==> config.mk <==
export PLATFORM = sky130hd
export DESIGN_NAME = burst_col_seq
export DESIGN_NICKNAME = d
export VERILOG_FILES = /design/src/rtl/burst_col_pkg.sv /design/src/rtl/bsq_beat_ctr.sv /design/src/rtl/bsq_offset_gen.sv /design/src/rtl/burst_col_seq.sv
export SDC_FILE = /design/constraint.sdc
export NUM_CORES = 1
export LEC_CHECK = 0
export ABC_AREA = 1
export CAP_MARGIN = 40
export CORE_MARGIN = 2
export CORE_UTILIZATION = 45
export CTS_CLUSTER_DIAMETER = 80
export DETAILED_ROUTE_END_ITERATION = 8
export PLACE_DENSITY = 0.73
export SYNTH_ARGS = -nofsm -noshare
export SYNTH_HDL_FRONTEND = slang
export SYNTH_SLANG_ARGS = --single-unit
export TNS_END_PERCENT = 1
==> constraint.sdc <==
create_clock -name clk -period 2.1 [get_ports clk]
set_input_delay 0.42 -clock clk [delete_from_list [all_inputs] [get_ports clk]]
set_output_delay 0.42 -clock clk [all_outputs]
set_load 0.03 [all_outputs]
==> src/rtl/burst_col_pkg.sv <==
package burst_col_pkg;
  // Widest in-block offset: an eight-beat block needs three bits.
  localparam int unsigned OFS_W = 3;
  localparam int unsigned BL4_OFS_W = 2;

  localparam logic [OFS_W-1:0] FINAL_BL4 = 3'd3;
  localparam logic [OFS_W-1:0] FINAL_BL8 = 3'd7;

  typedef logic [OFS_W-1:0] beat_t;

  function automatic beat_t final_beat(input logic bl8);
    return bl8 ? FINAL_BL8 : FINAL_BL4;
  endfunction
endpackage

==> src/rtl/bsq_beat_ctr.sv <==
module bsq_beat_ctr
  import burst_col_pkg::*;
(
  input  logic  clk,
  input  logic  rst,
  input  logic  start_i,
  input  logic  bl8_i,
  output logic  accept_o,
  output logic  active_o,
  output logic  first_o,
  output logic  last_o,
  output logic  bl8_o,
  output beat_t beat_o,
  output beat_t beat_nxt_o
);
  logic  active_q, first_q, last_q, bl8_q;
  beat_t beat_q;
  beat_t beat_inc;

  // A strobe is taken when idle, or on the final beat for a seamless follow-on burst.
  assign accept_o   = start_i && (!active_q || last_q);
  assign beat_inc   = beat_t'(beat_q + 3'd1);
  assign beat_nxt_o = accept_o ? '0 : beat_inc;

  always_ff @(posedge clk) begin
    if (rst) begin
      active_q <= 1'b0;
      first_q  <= 1'b0;
      last_q   <= 1'b0;
      bl8_q    <= 1'b0;
      beat_q   <= '0;
    end else if (accept_o) begin
      active_q <= 1'b1;
      first_q  <= 1'b1;
      last_q   <= 1'b0;
      bl8_q    <= bl8_i;
      beat_q   <= '0;
    end else if (active_q) begin
      first_q <= 1'b0;
      if (last_q) begin
        active_q <= 1'b0;
        last_q   <= 1'b0;
      end else begin
        beat_q <= beat_inc;
        last_q <= (beat_inc == final_beat(bl8_q));
      end
    end
  end

  assign active_o = active_q;
  assign first_o  = first_q;
  assign last_o   = last_q;
  assign bl8_o    = bl8_q;
  assign beat_o   = beat_q;

  // the last flag appears only at the final beat index of the held length
  a_r6_last_at_final: assert property (@(posedge clk) disable iff (rst)
    last_q |-> (active_q && beat_q == final_beat(bl8_q)));

  // beats after the first advance by exactly one per cycle
  a_r2_beat_step: assert property (@(posedge clk) disable iff (rst)
    (active_q && !first_q) |-> (beat_q == beat_t'($past(beat_q) + 3'd1)));

  // a strobe on a busy, non-final beat does not restart the burst
  a_r7_busy_ignored: assert property (@(posedge clk) disable iff (rst)
    (start_i && active_q && !last_q) |=> !first_q);
endmodule

==> src/rtl/bsq_offset_gen.sv <==
module bsq_offset_gen
  import burst_col_pkg::*;
(
  input  beat_t start_ofs_i,
  input  beat_t beat_i,
  input  logic  bl8_i,
  input  logic  ileave_i,
  output beat_t ofs_o
);
  beat_t seq_ofs, ilv_ofs, mix;

  assign seq_ofs = beat_t'(start_ofs_i + beat_i);
  assign ilv_ofs = start_ofs_i ^ beat_i;
  assign mix     = ileave_i ? ilv_ofs : seq_ofs;

  // Bits inside the block come from the order logic; bit 2 passes the start column for BL4.
  for (genvar k = 0; k < OFS_W; k++) begin : g_bit
    if (k < BL4_OFS_W) begin : g_inner
      assign ofs_o[k] = mix[k];
    end else begin : g_outer
      assign ofs_o[k] = bl8_i ? mix[k] : start_ofs_i[k];
    end
  end
endmodule

==> src/rtl/burst_col_seq.sv <==
module burst_col_seq
  import burst_col_pkg::*;
#(
  parameter int unsigned COL_W = 10
) (
  input  logic             clk,
  input  logic             rst,
  input  logic             start_i,
  input  logic [COL_W-1:0] start_col_i,
  input  logic             bl8_i,
  input  logic             ileave_i,
  output logic             beat_vld_o,
  output logic [COL_W-1:0] col_o,
  output logic             last_o
);
  localparam int unsigned HI_W = COL_W - OFS_W;

  logic             accept, active, first, last, bl8_q;
  beat_t            beat, beat_nxt;
  logic [COL_W-1:0] base_q, base_nxt;
  logic             ilv_q, ilv_nxt, bl8_nxt;
  beat_t            ofs_nxt;
  logic [COL_W-1:0] col_q;

  bsq_beat_ctr u_ctr (
    .clk        (clk),
    .rst        (rst),
    .start_i    (start_i),
    .bl8_i      (bl8_i),
    .accept_o   (accept),
    .active_o   (active),
    .first_o    (first),
    .last_o     (last),
    .bl8_o      (bl8_q),
    .beat_o     (beat),
    .beat_nxt_o (beat_nxt)
  );

  // Burst attributes as seen by the next beat: fresh inputs on accept, held copies otherwise.
  assign base_nxt = accept ? start_col_i : base_q;
  assign ilv_nxt  = accept ? ileave_i    : ilv_q;
  assign bl8_nxt  = accept ? bl8_i       : bl8_q;

  bsq_offset_gen u_ofs (
    .start_ofs_i (base_nxt[OFS_W-1:0]),
    .beat_i      (beat_nxt),
    .bl8_i       (bl8_nxt),
    .ileave_i    (ilv_nxt),
    .ofs_o       (ofs_nxt)
  );

  always_ff @(posedge clk) begin
    if (rst) begin
      base_q <= '0;
      ilv_q  <= 1'b0;
      col_q  <= '0;
    end else begin
      if (accept) begin
        base_q <= start_col_i;
        ilv_q  <= ileave_i;
      end
      if (accept || (active && !last)) begin
        col_q <= {base_nxt[COL_W-1:OFS_W], ofs_nxt};
      end
    end
  end

  assign beat_vld_o = active;
  assign col_o      = col_q;
  assign last_o     = last;

  // the first beat of an accepted burst carries the strobed column
  a_r2_first_col: assert property (@(posedge clk) disable iff (rst)
    accept |=> (beat_vld_o && first && col_o == $past(start_col_i)));

  // bits above the eight-beat block never move inside a burst
  a_r5_upper_hold: assert property (@(posedge clk) disable iff (rst)
    (beat_vld_o && !first) |-> (col_o[COL_W-1:OFS_W] == $past(col_o[COL_W-1:OFS_W])));

  // for four-beat bursts bit 2 also stays put
  a_r5_bl4_bit2: assert property (@(posedge clk) disable iff (rst)
    (beat_vld_o && !first && !bl8_q) |-> (col_o[2] == $past(col_o[2])));

  // sequential eight-beat offset steps by one modulo eight
  a_r3_seq_bl8: assert property (@(posedge clk) disable iff (rst)
    (beat_vld_o && !first && !ilv_q && bl8_q) |-> (col_o[2:0] == 3'($past(col_o[2:0]) + 3'd1)));

  // sequential four-beat offset steps by one modulo four
  a_r3_seq_bl4: assert property (@(posedge clk) disable iff (rst)
    (beat_vld_o && !first && !ilv_q && !bl8_q) |-> (col_o[1:0] == 2'($past(col_o[1:0]) + 2'd1)));

  // interleaved step onto an odd beat flips only bit 0
  a_r4_ilv_odd: assert property (@(posedge clk) disable iff (rst)
    (beat_vld_o && !first && ilv_q && beat[0]) |->
      (col_o[2:1] == $past(col_o[2:1]) && col_o[0] != $past(col_o[0])));

  // the last flag implies a valid beat
  a_r6_last_valid: assert property (@(posedge clk) disable iff (rst)
    last_o |-> beat_vld_o);

  // nothing valid right after reset
  a_r1_reset_idle: assert property (@(posedge clk)
    $past(rst) |-> (!beat_vld_o && !last_o));

  initial begin
    assert (COL_W > OFS_W) else $error("COL_W must exceed the offset width");
  end

  logic unused_hi;
  assign unused_hi = ^HI_W;
endmodule

==> flow_summary.json <==
{
  "status": "finished clean",
  "synth_area_mm2": 0.00116,
  "crit_chain": "inv_1, nand2_4, nand2_4, nand2_1, o21ai_1, ha_1, inv_1, fa_1, inv_1, nand3_1, nand3_1, nand2_1, nand3_1, nand2_1",
  "stdcell_count": 209,
  "p_leak_nw": 0.717,
  "nets": 200,
  "worstHoldPathType": "reg2reg",
  "ios": 27,
  "dr.pass1.iters": 4,
  "path_clk_slew_ps": 150,
  "max_stage_delay_ps": 350,
  "syn_nets": 160,
  "p_total_mw": 1.05,
  "relSlewSlack_pct": 78.7,
  "crit_fanout": 7,
  "post-route-drc-count": 0,
  "seq_area_frac_synth_pct": 46.7,
  "multiInputGateArea_um2": 523,
  "slowest_stage": "dfxtp_2",
  "syn_area_per_cell_um2": 8.27,
  "yosys_warnings": 0,
  "wire_per_inst_um": 11.9,
  "cts_tree": "done",
  "end_kind": "register",
  "numClockSinks": 27,
  "setup_viol": 0,
  "r2r_setup_slack_ps": 150,
  "period_share_pct": 92.9,
  "min_path_cells": 2,
  "rows": 18,
  "dp_hpwl_mm": 1.93,
  "die_y_um": 54.7,
  "dpl_cell_area_mm2": 0.00154,
  "grt_first_pass_wirelength_mm": 4.05,
  "viasPerCell": 4.84,
  "grt_max_degree": 18,
  "first_iter_violations": 13,
  "dr_total_vias": 1012,
  "area_delta_synth_final_pct": 35.9,
  "fmax_mhz": 513,
  "endpoint": "col_o[2]$_SDFFE_PP0P_",
  "synth_cells": 140,
  "ys_types": 25,
  "nFillCells": 220,
  "hold_violations": 0,
  "grt.total_usage_pct": 19.3,
  "port_buffers": 26,
  "core_area_mm2": 0.00245,
  "synth_seq_cells": 27,
  "cts_max_level": 1,
  "regArea_um2": 544,
  "drv_slew": 0,
  "period_minus_slack_ps": 1950,
  "antennaDiodeCount": 0,
  "start_util_pct": 47.1,
  "fin_area_mm2": 0.00157,
  "gp_congestion": 0.878,
  "final_cell_mix": "nand2_1, clkdlybuf4s50_1, dfxtp_1, nor2_1, inv_1",
  "ff2ff_path_depth": 14,
  "power_density_mw_per_mm2": 665,
  "routed_wl_mm": 2.49,
  "clk_latency_ps": 340,
  "fin_worst_skew_ps": 2.54,
  "die_w_um": 54.7,
  "max-vdd-ir-drop_v": 0.000541,
  "dp_cells": 205,
  "worst_setup_path_start_kind": "register",
  "antenna_found_initial": 0,
  "drv_cap": 0,
  "cts_max_path_buffers": 2,
  "crit_type": "reg2reg",
  "cts_buffers": 3,
  "grt_pass1_vias": 976,
  "r2r_start": "u_ctr.last_o$_SDFFE_PP0P_",
  "cp.arrival_ps": 2210,
  "grt_remaining_overflow": 0,
  "cts_root_buffer": "clkbuf_4",
  "die-area_mm2": 0.00299,
  "cp_data_required_time_ps": 2350,
  "tightest_slew_ps": 318,
  "grt_setup_unrepaired": "no",
  "drive_gt1_share_pct": 18.4,
  "r2r-end": "col_o[2]$_SDFFE_PP0P_",
  "antenna_left": 0,
  "layout_commonest_cell": "nand2_1",
  "startpoint": "u_ctr.last_o$_SDFFE_PP0P_"
}
[registers in the layout, indices dropped and copies added, names as in the netlist]
signal,count
base_q,10
col_o,10
ilv_q,1
u_ctr.active_o,1
u_ctr.beat_o,3
u_ctr.bl8_o,1
u_ctr.last_o,1
[metrics by stage]
stage | util (%) | hold slack [ps] | worst slack (ps) | setup TNS (ps)
CTS | 63.9 | 473 | 114 | 0
floorplan | - | 454 | 81.8 | 0
global route | 64.1 | 485 | 7.60 | 0
global placement | 62.6 | 443 | -236 | -439
detailed placement | 62.6 | 447 | -229 | -454
finish | 64.1 | 467 | 149 | 0
[worst min path at each step]
stage	start	end	slack, ps
after floorplan	base_q[5]$_SDFF_PP0_	base_q[5]$_SDFF_PP0_	450
after global placement	col_o[1]$_SDFFE_PP0P_	col_o[1]$_SDFFE_PP0P_	440
after detailed placement	col_o[2]$_SDFFE_PP0P_	col_o[2]$_SDFFE_PP0P_	450
after CTS	col_o[2]$_SDFFE_PP0P_	col_o[2]$_SDFFE_PP0P_	470
after global routing	col_o[9]$_SDFFE_PP0P_	col_o[9]$_SDFFE_PP0P_	490
final	col_o[3]$_SDFFE_PP0P_	col_o[3]$_SDFFE_PP0P_	470
[routing by layer]
layer	GRT usage (%)	up-vias	wire length (um)
met1	23.5	468	1080
met2	32.3	21	1270
met3	3.01	7	93
met4	10.0	0	46
met5	0	-	0
li1	-	516	-
[what timing repair did]
item,4_1_cts,5_1_grt
setup endpoints to repair,0,2
gates resized for setup,0,2
hold buffers,0,0
buffers inserted,0,0
[critical path, delay by kind of cell (launching register included)]
| kind | cells | cell delay (ps) |
|---|---|---|
| AND/OR/NAND/NOR | 8 | 640 |
| adder cells (fa/ha/maj) | 2 | 530 |
| flip-flops | 1 | 350 |
| buffers and inverters | 3 | 260 |
| AO/OA/AOI/OAI | 1 | 100 |
[synth_stat cells (all sizes together)]
| cell type | instances | area [um^2] |
|---|---|---|
| nand3 | 4 | 20.0 |
| or2 | 3 | 18.8 |
| a211oi | 1 | 7.51 |
| nor2 | 19 | 78.8 |
| nand4 | 1 | 6.26 |
| o21a | 1 | 7.51 |
| clkbuf | 1 | 3.75 |
| nand2 | 30 | 133 |
| buf | 1 | 11.3 |
| mux2i | 7 | 70.1 |
| ha | 4 | 50.1 |
| o21ai | 13 | 68.8 |
| nor3 | 1 | 10.0 |
| a22o | 1 | 8.76 |
| a21oi | 4 | 23.8 |
| fa | 1 | 20.0 |
| inv | 21 | 78.8 |
| dfxtp | 27 | 541 |
[cell families (layout without fill, tap and decap cells)]
kind of cell,after synthesis,in the layout,share of synthesized area [%]
buffers and inverters,23,62,8.11
AOI/OAI and AO/OA,20,20,10.1
and+or+nand+nor,58,58,23.0
muxes,7,7,6.05
DFF,27,27,46.7
adders and majority gates,5,5,6.05
[where the power goes]
part | internal (mW) | switching, mW
Sequential | 0.546 | 0.0167
Combinational | 0.112 | 0.127
Clock | 0.0780 | 0.166
[cell type report]
cell class / count / share of cell area (%)
clock buffers: 3 / 1.43
multi-input cells: 90 / 33.3
clock inverters: 1 / 0.557
well taps: 30 / 2.39
repair buffers: 37 / 22.8
flip-flops and latches: 27 / 34.6
inverters: 21 / 5.01
Power figures use the tool's default switching activity.
